--- config.mk ---
export PLATFORM = sky130hd
export DESIGN_NAME = uart_fifo_ctrl
export DESIGN_NICKNAME = d
export VERILOG_FILES = /design/src/rtl/ufc_pkg.sv /design/src/rtl/ufc_byte_fifo.sv /design/src/rtl/ufc_ctl_reg.sv /design/src/rtl/uart_fifo_ctrl.sv
export SDC_FILE = /design/constraint.sdc
export NUM_CORES = 1
export LEC_CHECK = 0
export ABC_AREA = 1
export BUFFER_PORTS_ARGS = -buffer_cell sky130_fd_sc_hd__buf_4
export CAP_MARGIN = 15
export CORE_MARGIN = 5
export CORE_UTILIZATION = 49
export DETAILED_ROUTE_END_ITERATION = 8
export PLACE_DENSITY = 0.71
export SLEW_MARGIN = 5
export SYNTH_ARGS = -nofsm -noshare
export SYNTH_HDL_FRONTEND = slang
export SYNTH_SLANG_ARGS = --single-unit
--- constraint.sdc ---
create_clock -name clk -period 2.83 [get_ports clk]
set_clock_uncertainty 0.15 [all_clocks]
set_input_delay 0.566 -clock clk [delete_from_list [all_inputs] [get_ports clk]]
set_output_delay 0.566 -clock clk [all_outputs]
set_load 0.05 [all_outputs]
--- src/rtl/ufc_pkg.sv ---
package ufc_pkg;
    localparam int BUS_W          = 32;
    localparam int ADDR_W         = 3;
    localparam int LVL_W          = 6;
    localparam int CTL_EN_BIT     = 0;
    localparam int CTL_FLUSH_BIT  = 1;
    localparam int CTL_LVL_LSB    = 8;
    localparam int STAT_RXF_LSB   = 0;
    localparam int STAT_TXF_LSB   = 8;
    localparam int STAT_FREE_LSB  = 24;

    typedef enum logic [ADDR_W-1:0] {
        REG_TXCTL = 3'd0,
        REG_RXCTL = 3'd1,
        REG_STAT  = 3'd2,
        REG_TXDAT = 3'd3,
        REG_RXDAT = 3'd4
    } reg_sel_e;
endpackage

--- src/rtl/ufc_byte_fifo.sv ---
module ufc_byte_fifo #(
    parameter int DEPTH = 16,
    parameter int WIDTH = 8,
    localparam int PTR_W = $clog2(DEPTH),
    localparam int CNT_W = $clog2(DEPTH + 1)
) (
    input  logic             clk,
    input  logic             rst_n,
    input  logic             clear,
    input  logic             push,
    input  logic             pop,
    input  logic [WIDTH-1:0] din,
    output logic [WIDTH-1:0] dout,
    output logic [CNT_W-1:0] count
);
    typedef struct packed {
        logic [PTR_W-1:0] wr;
        logic [PTR_W-1:0] rd;
        logic [CNT_W-1:0] cnt;
    } fifo_st_t;

    fifo_st_t st_q, st_d;
    logic [WIDTH-1:0] mem [DEPTH];
    logic do_push, do_pop;

    function automatic logic [PTR_W-1:0] ptr_next(input logic [PTR_W-1:0] p);
        return (p == PTR_W'(DEPTH - 1)) ? '0 : p + 1'b1;
    endfunction

    always_comb begin
        do_pop  = pop && (st_q.cnt != '0) && !clear;
        do_push = push && !clear && ((st_q.cnt != CNT_W'(DEPTH)) || do_pop);
        st_d    = st_q;
        if (clear) begin
            st_d = '0;
        end else begin
            if (do_push) st_d.wr = ptr_next(st_q.wr);
            if (do_pop)  st_d.rd = ptr_next(st_q.rd);
            st_d.cnt = st_q.cnt + CNT_W'(do_push) - CNT_W'(do_pop);
        end
    end

    always_ff @(posedge clk or negedge rst_n) begin
        if (!rst_n) st_q <= '0;
        else        st_q <= st_d;
    end

    always_ff @(posedge clk) begin
        if (do_push) mem[st_q.wr] <= din;
    end

    assign dout  = mem[st_q.rd];
    assign count = st_q.cnt;
endmodule

--- src/rtl/ufc_ctl_reg.sv ---
module ufc_ctl_reg
    import ufc_pkg::*;
(
    input  logic             clk,
    input  logic             rst_n,
    input  logic             wr_en,
    input  logic [BUS_W-1:0] wdata,
    output logic             fifo_en,
    output logic [LVL_W-1:0] trig_lvl,
    output logic             flush,
    output logic [BUS_W-1:0] rdata
);
    typedef struct packed {
        logic             en;
        logic [LVL_W-1:0] lvl;
    } ctl_t;

    ctl_t ctl_q, ctl_d;
    logic unused_wdata;

    always_comb begin
        ctl_d = ctl_q;
        if (wr_en) begin
            ctl_d.en  = wdata[CTL_EN_BIT];
            ctl_d.lvl = wdata[CTL_LVL_LSB +: LVL_W];
        end
    end

    always_ff @(posedge clk or negedge rst_n) begin
        if (!rst_n) ctl_q <= '0;
        else        ctl_q <= ctl_d;
    end

    // flush is a command only; it is not stored, so it reads back as 0
    assign flush = wr_en && wdata[CTL_FLUSH_BIT];

    always_comb begin
        rdata = '0;
        rdata[CTL_EN_BIT] = ctl_q.en;
        rdata[CTL_LVL_LSB +: LVL_W] = ctl_q.lvl;
    end

    assign fifo_en      = ctl_q.en;
    assign trig_lvl     = ctl_q.lvl;
    assign unused_wdata = ^wdata;
endmodule

--- src/rtl/uart_fifo_ctrl.sv ---
module uart_fifo_ctrl
    import ufc_pkg::*;
#(
    parameter int DEPTH  = 16,
    parameter int DATA_W = 8
) (
    input  logic              clk,
    input  logic              rst_n,
    input  logic              bus_wr,
    input  logic              bus_rd,
    input  logic [ADDR_W-1:0] bus_addr,
    input  logic [BUS_W-1:0]  bus_wdata,
    output logic [BUS_W-1:0]  bus_rdata,
    input  logic              rx_push,
    input  logic [DATA_W-1:0] rx_byte,
    output logic              rx_overrun,
    input  logic              tx_pop,
    output logic [DATA_W-1:0] tx_byte,
    output logic              tx_avail,
    output logic              rx_req,
    output logic              tx_req
);
    localparam int CNT_W = $clog2(DEPTH + 1);

    typedef struct packed {
        logic ovr;
    } top_st_t;

    top_st_t st_q, st_d;

    logic             tx_ctl_wr, rx_ctl_wr;
    logic             tx_en, rx_en, tx_flush, rx_flush;
    logic [LVL_W-1:0] tx_lvl, rx_lvl;
    logic [BUS_W-1:0] tx_ctl_rd, rx_ctl_rd;
    logic             tx_push_sw, rx_pop_sw, rx_push_hw, tx_pop_hw;
    logic             tx_clear, rx_clear;
    logic [CNT_W-1:0] tx_cnt, rx_cnt, tx_level, rx_level, tx_free;
    logic [DATA_W-1:0] rx_head;
    logic [BUS_W-1:0] stat_word;
    logic             unused_wbits;

    // ---------------- access decode ----------------
    always_comb begin
        tx_ctl_wr  = bus_wr && (bus_addr == REG_TXCTL);
        rx_ctl_wr  = bus_wr && (bus_addr == REG_RXCTL);
        tx_push_sw = bus_wr && (bus_addr == REG_TXDAT) && tx_en;
        rx_pop_sw  = bus_rd && (bus_addr == REG_RXDAT) && rx_en;
        rx_push_hw = rx_push && rx_en;
        tx_pop_hw  = tx_pop && tx_en;
        tx_clear   = tx_flush || !tx_en;
        rx_clear   = rx_flush || !rx_en;
    end

    ufc_ctl_reg u_tx_ctl (
        .clk      (clk),
        .rst_n    (rst_n),
        .wr_en    (tx_ctl_wr),
        .wdata    (bus_wdata),
        .fifo_en  (tx_en),
        .trig_lvl (tx_lvl),
        .flush    (tx_flush),
        .rdata    (tx_ctl_rd)
    );

    ufc_ctl_reg u_rx_ctl (
        .clk      (clk),
        .rst_n    (rst_n),
        .wr_en    (rx_ctl_wr),
        .wdata    (bus_wdata),
        .fifo_en  (rx_en),
        .trig_lvl (rx_lvl),
        .flush    (rx_flush),
        .rdata    (rx_ctl_rd)
    );

    ufc_byte_fifo #(.DEPTH(DEPTH), .WIDTH(DATA_W)) u_tx_fifo (
        .clk   (clk),
        .rst_n (rst_n),
        .clear (tx_clear),
        .push  (tx_push_sw),
        .pop   (tx_pop_hw),
        .din   (bus_wdata[DATA_W-1:0]),
        .dout  (tx_byte),
        .count (tx_cnt)
    );

    ufc_byte_fifo #(.DEPTH(DEPTH), .WIDTH(DATA_W)) u_rx_fifo (
        .clk   (clk),
        .rst_n (rst_n),
        .clear (rx_clear),
        .push  (rx_push_hw),
        .pop   (rx_pop_sw),
        .din   (rx_byte),
        .dout  (rx_head),
        .count (rx_cnt)
    );

    // ---------------- levels and status ----------------
    always_comb begin
        tx_level = tx_en ? tx_cnt : '0;
        rx_level = rx_en ? rx_cnt : '0;
        tx_free  = tx_en ? (CNT_W'(DEPTH) - tx_cnt) : '0;
        stat_word = '0;
        stat_word[STAT_RXF_LSB  +: LVL_W] = LVL_W'(rx_level);
        stat_word[STAT_TXF_LSB  +: LVL_W] = LVL_W'(tx_level);
        stat_word[STAT_FREE_LSB +: LVL_W] = LVL_W'(tx_free);
    end

    always_comb begin
        bus_rdata = '0;
        if (bus_rd) begin
            case (bus_addr)
                REG_TXCTL: bus_rdata = tx_ctl_rd;
                REG_RXCTL: bus_rdata = rx_ctl_rd;
                REG_STAT:  bus_rdata = stat_word;
                REG_RXDAT: bus_rdata = (rx_level != '0) ? BUS_W'(rx_head) : '0;
                default:   bus_rdata = '0;
            endcase
        end
    end

    // ---------------- overrun pulse ----------------
    always_comb begin
        st_d     = st_q;
        st_d.ovr = rx_push_hw && !rx_flush && (rx_cnt == CNT_W'(DEPTH)) && !rx_pop_sw;
    end

    always_ff @(posedge clk or negedge rst_n) begin
        if (!rst_n) st_q <= '0;
        else        st_q <= st_d;
    end

    assign rx_overrun   = st_q.ovr;
    assign tx_avail     = tx_level != '0;
    assign rx_req       = rx_en && (LVL_W'(rx_level) >= rx_lvl);
    assign tx_req       = tx_en && (LVL_W'(tx_level) <= tx_lvl);
    assign unused_wbits = ^bus_wdata;
endmodule

# Yosys cells after proc, flatten, opt, wreduce, memory -nomap -nowiden
# Memory sizes are Yosys's and may differ from the RTL's.
# Index checks and enable logic that the tools add are counted.
word_totals:
  register_bits: 41
  ram_bits: 256
  inputBits: 49
  out_inout_bits: 44
  elab_cells: 97
  mem_count: 2
mem_list:
  columns: ["memory", "depth", "word_bits", "read_ports", "rd_ports_with_merged_regs", "write_ports", "line", "source"]
  rows:
  - ["u_rx_fifo.mem", 16, 8, 1, 0, 1, "ufc_byte_fifo.sv:23", "logic [WIDTH-1:0] mem [DEPTH];"]
  - ["u_tx_fifo.mem", 16, 8, 1, 0, 1, "ufc_byte_fifo.sv:23", null]
classes:
  add_sub_neg: 9
  magnitude_cmp: 2
  eq_ne: 11
  mux: 20
  n_reduce_logical: 42
op_table:
  columns: ["op", "count"]
  rows:
  - ["case mux 29 bit (4 select lines)", 1]
  - ["two-way mux 32 bit", 1]
  - ["two-way mux 4 bit", 8]
  - ["two-way mux 13 bit", 2]
  - ["logical AND 1 bit", 23]
  - ["nonzero test 5 bit", 4]
  - ["adder 4 x 1 -> 4 bit (second input constant)", 4]
  - ["equality test 4 bit (second input constant)", 4]
  - ["two-way mux 5 bit", 3]
  - ["adder 5 x 1 -> 5 bit", 2]
  - ["!= test 5 bit (second input constant)", 2]
  - ["subtractor 5 x 1 -> 5 bit", 2]
  - ["two-way mux 8 bit", 1]
  - ["nonzero test 2 bit", 4]
  - ["equality test 3 x 2 -> 1 bit (second input constant)", 2]
  - [">= comparator 5 x 6 -> 1 bit", 1]
  - ["<= comparator 5 x 6 -> 1 bit", 1]
  - ["zero test 1 bit", 6]
  - ["equality test 5 bit (second input constant)", 1]
  - ["subtractor 5 bit (first input constant)", 1]
  - ["logical OR 1 bit", 4]
  - ["two-way mux 1 bit", 4]
  - ["equality test 3 x 1 -> 1 bit (second input constant)", 1]
  - ["equality test 3 bit (second input constant)", 1]
  - ["zero test 3 bit", 1]

# Depth between registers and ports, before layout
logic_depth:
  word_depth: 11
  ltp_mapped: 19
  ltp_nobuf: 19

# By module
# From an unflattened synthesis, not the netlist that was laid out.
hier_totals:
  cells_unflattened: 1703
  hier_area_um2: 15079.5
modules_own_cells:
  columns: ["module", "instances", "cells_each", "area_per_inst_um2", "seq_area_each_um2"]
  rows:
  - ["ufc_byte_fifo", 2, 633, 6302.3, 4169.0]
  - ["uart_fifo_ctrl", 1, 307, 1433.9, 25.0]
  - ["ufc_ctl_reg", 2, 65, 520.5, 175.2]

# Least setup slack after synthesis
# OpenSTA, ideal clock, no wires.
synth_path:
  path_kind: "input -> output"
  startpoint: "in bus_addr[0]"
  endpoint: "out bus_rdata[5]"
  t_arrival_ps: 2302
  slack_ps: -188
  path_stages: 4
  n_path_buf: 0
  cell_sequence: "inv_1 > nand3_1 > nor3_2 > a21boi_0"
synth_via:
  elab_chain_cells: 3
synth_lines:
  columns: ["element", "line", "source"]
  rows:
  - ["start: declaration", "uart_fifo_ctrl.sv:11", "input logic [ADDR_W-1:0] bus_addr,"]
  - ["equality test 3 bit, or another cell as far along", "uart_fifo_ctrl.sv:112", "case (bus_addr)"]
  - ["case mux 29 bit (4 select lines) (*)", "uart_fifo_ctrl.sv:112", null]
  - ["two-way mux 32 bit (*)", "uart_fifo_ctrl.sv:111", "if (bus_rd) begin"]
  - ["end: declaration", "uart_fifo_ctrl.sv:13", "output logic [BUS_W-1:0] bus_rdata,"]
# Every way passes the cells marked *; elsewhere a longest branch is shown, timed or not.

# Worst setup path after layout
layout_path:
  startpoint: "reg u_rx_fifo.st_q[5] (netlist name)"
  endpoint: "out bus_rdata[7]"
layout_via:
  elab_chain_cells: 4
layout_lines:
  columns: ["element", "line", "source"]
  rows:
  - ["start: declaration", "ufc_byte_fifo.sv:22", "fifo_st_t st_q, st_d;"]
  - ["start signal: assignment", "ufc_byte_fifo.sv:45", "else st_q <= st_d;"]
  - ["memory read (16 x 8 bit)", null, null]
  - ["two-way mux 8 bit", "uart_fifo_ctrl.sv:116", "REG_RXDAT: bus_rdata = (rx_level != '0) ? BUS_W'(rx_head) : '0;"]
  - ["case mux 29 bit (4 select lines)", "uart_fifo_ctrl.sv:112", null]
  - ["two-way mux 32 bit", "uart_fifo_ctrl.sv:111", null]
# No other way between the ends.

==> impl_metrics.env <==
export IMPL_seq_area_frac_synth_pct=65.29
export IMPL_max_freq_ghz=0.3330
export IMPL_synth_cell_types=43
export IMPL_drt_iter0_markers=1032
export IMPL_vias=9986
export IMPL_antenna_cells=0
export IMPL_ioPinCount=93
export IMPL_die_area_um2=30640
export IMPL_setup_viol=17
export IMPL_die_x_um=175.0
export IMPL_grtUsageMet1_pct=28.73
export IMPL_tns_ps=-1524
export IMPL_drv_cap=0
export IMPL_slew_headroom_pct=63.48
export IMPL_ir_drop_mv=0.4830
export IMPL_cp_required_ps=2110
export IMPL_powerDensity_nw_per_um2=739.2
export IMPL_status="finished with violations"
export IMPL_yosys_most_used_dff="edfxtp_1"
export IMPL_grt_antenna_before_repair=0
export IMPL_netlist_top_cell_by_area="edfxtp_1"
export IMPL_grt_pass1_vias=9565
export IMPL_async_flop_share_pct=13.80
export IMPL_ant_nets=0
export IMPL_post_drt_wl_per_cell_um=20.17
export IMPL_viasPerCell=5.667
export IMPL_use_met2_pct=36.49
export IMPL_cts_tree="done"
export IMPL_path_clk_slew_ps=70
export IMPL_met3_usage_pct=3.916
export IMPL_synth_edf_count=256
export IMPL_finalHoldViolCount=0
export IMPL_start_util_pct=49.66
export IMPL_cts_htree_levels=1
export IMPL_hpwl_mm=20.38
export IMPL_fp_dieH_um=175.0
export IMPL_grt_total_usage_pct=21.42
export IMPL_synth_top_area_share_pct=57.60
export IMPL_cts_path_max_buffers=3
export IMPL_cp_start_kind="flop"
export IMPL_leakage_nw=6.744
export IMPL_timing_final_ws_setup_ps=-173.2
export IMPL_avgSynthCellArea_um2=10.98
export IMPL_finish_net_count=1484
export IMPL_grt_setup_unrepaired="yes"
export IMPL_synthesis_area_um2=13350
export IMPL_grt_pass1_wl_mm=51.65
export IMPL_rows=60
export IMPL_route_detailed_drc=0
export IMPL_place_gp_congestion=0.8524
export IMPL_fin_hold_ws_ps=78.91
export IMPL_p_total_mw=12.86
export IMPL_cts_sinks=297
export IMPL_worstHoldPathType="primary input to flop"
export IMPL_cp_data_arrival_time_ps=2290
export IMPL_drive_above_1_share_pct=30.47
export IMPL_path_class="flop to primary output"
export IMPL_synth_area_top_cells="edfxtp_1 58%, dfrtp_1 7.7%, nand2_1 5.9%"
export IMPL_ys_seq_elements=297
export IMPL_finalWirelength_mm=35.55
export IMPL_synthCells=1215
export IMPL_failed_checks="negative setup slack"
export IMPL_finalCritPeriodShare_pct=106.1
export IMPL_tightest_slew_ps=547.8
export IMPL_drt_pre_antenna_iters=5
export IMPL_period_minus_slack_ps=3003
export IMPL_grt_busiest_layer="met2"
export IMPL_grt_max_degree=43
export IMPL_area_growth_pct=30.38
export IMPL_port_buffer_count=61
export IMPL_cp_max_fo=6
export IMPL_synth_warnings=0
export IMPL_cts_root_buf="clkbuf_16"
export IMPL_cts_buffers=31
export IMPL_maxSlewViolCount=0
export IMPL_grt_overflow=0
export IMPL_end_kind="primary output"
export IMPL_clk_latency_ps=550
export IMPL_coreArea_um2=26880
## cells in the mapped netlist (15+ instances only)
cell / number
nand3_1: 107
edfxtp_1: 256
inv_1: 91
o211ai_1: 38
buf_4: 15
a21oi_1: 19
clkbuf_1: 21
dfrtp_1: 41
o22ai_1: 17
nor2_1: 167
ha_1: 36
buf_2: 31
nand2_1: 210
o21ai_0: 94
## repair_timing
action | 4_1_cts | 5_1_grt
pin swaps | 44 | 86
endpoints found under the setup margin | 19 | 20
setup buffers | 24 | 15
hold buffers | 1 | 0
endpoints found under the hold margin | 41 | 0
gates resized for setup | 128 | 144
cloned | 10 | 11
## sequential cells by signal (all words and copies together) (netlist names)
register / count
u_rx_fifo.count: 5
u_rx_ctl.trig_lvl: 6
u_tx_fifo.st_q: 8
u_rx_fifo.mem: 128
u_rx_fifo.st_q: 8
rx_overrun: 1
u_tx_ctl.trig_lvl: 6
u_rx_ctl.fifo_en: 1
u_tx_ctl.fifo_en: 1
u_tx_fifo.count: 5
u_tx_fifo.mem: 128
## area by class of cell
class | instances | area (um2)
Fill cell | 1893 | 9477
Inverter | 98 | 392.9
Multi-Input combinational cell | 764 | 4621
Clock buffer | 38 | 832.0
Clock inverter | 19 | 251.5
Timing Repair inverter | 1 | 5.005
Tap cell | 341 | 426.7
Sequential cell | 297 | 8726
Timing Repair Buffer | 204 | 2145
## where the power goes
part           total [mW]  internal, mW  switching, mW  leakage, nW
registers            5.03          4.90          0.135         2.83
logic                3.54          1.46           2.07         3.38
clock network        4.29          2.63           1.66        0.536
## final timing paths
kind,start,to,slack [ps],cells past startpoint
max,u_rx_fifo.st_q[5],bus_rdata[7],-170,8
min,bus_wdata[10],u_rx_ctl.trig_lvl[2],80,3
max reg2reg,u_tx_fifo.count[1],u_tx_fifo.count[4],50,19
min reg2reg,u_rx_ctl.trig_lvl[0],u_rx_ctl.trig_lvl[0],410,1
max in group asynchronous,rst_n,u_rx_fifo.st_q[5],1710,2
min in group asynchronous,rst_n,u_tx_fifo.count[1],390,2
## through the flow
step / util [%] / instances / setup slack, ps / area (um2)
global route: 64.74 / 1762 / -235.4 / 17400
CTS: 61.75 / 1736 / -135.3 / 16590
global placement: 54.28 / 1644 / -136.4 / 14590
floorplan: - / 1227 / -187.8 / 13390
detailed placement: 54.28 / 1644 / -200.1 / 14590
finish: 64.74 / 1762 / -173.2 / 17400
## cell families after synthesis
kind of cell / count (synthesis) / synth area share [%]
other: 1 / 0.02810
AND/OR/NAND/NOR: 510 / 16.25
flip-flops: 297 / 65.29
XOR/XNOR: 14 / 0.9188
adder cells (fa/ha/maj): 38 / 3.675
buffers and inverters: 166 / 5.382
AO/OA/AOI/OAI: 189 / 8.457
## placed cells by master (no fill, tap or decap), types with 26 or more instances in the layout
cell	n
buf_4	142
buf_6	26
clkbuf_16	38
dfrtp_1	33
edfxtp_1	256
inv_1	72
nand2_1	177
nand2_2	33
nand3_1	69
nand3_2	37
nor2_1	158
o211ai_1	38
o21ai_0	62
## metal layers
metal  wire [um]  up-vias
li1            -     4575
met1       14210     4854
met2       17630      497
met3        3012       60
met4         691        0
met5           0        -
## critical path, stage by stage, from the launching register on
cell	delay, ps
dfrtp_4	550
buf_6	180
buf_16	150
nand2_2	60
o211ai_1	100
o211ai_1	190
nand3_1	110
a21boi_1	180
buf_4	230
(Power assumes the default switching activity.)
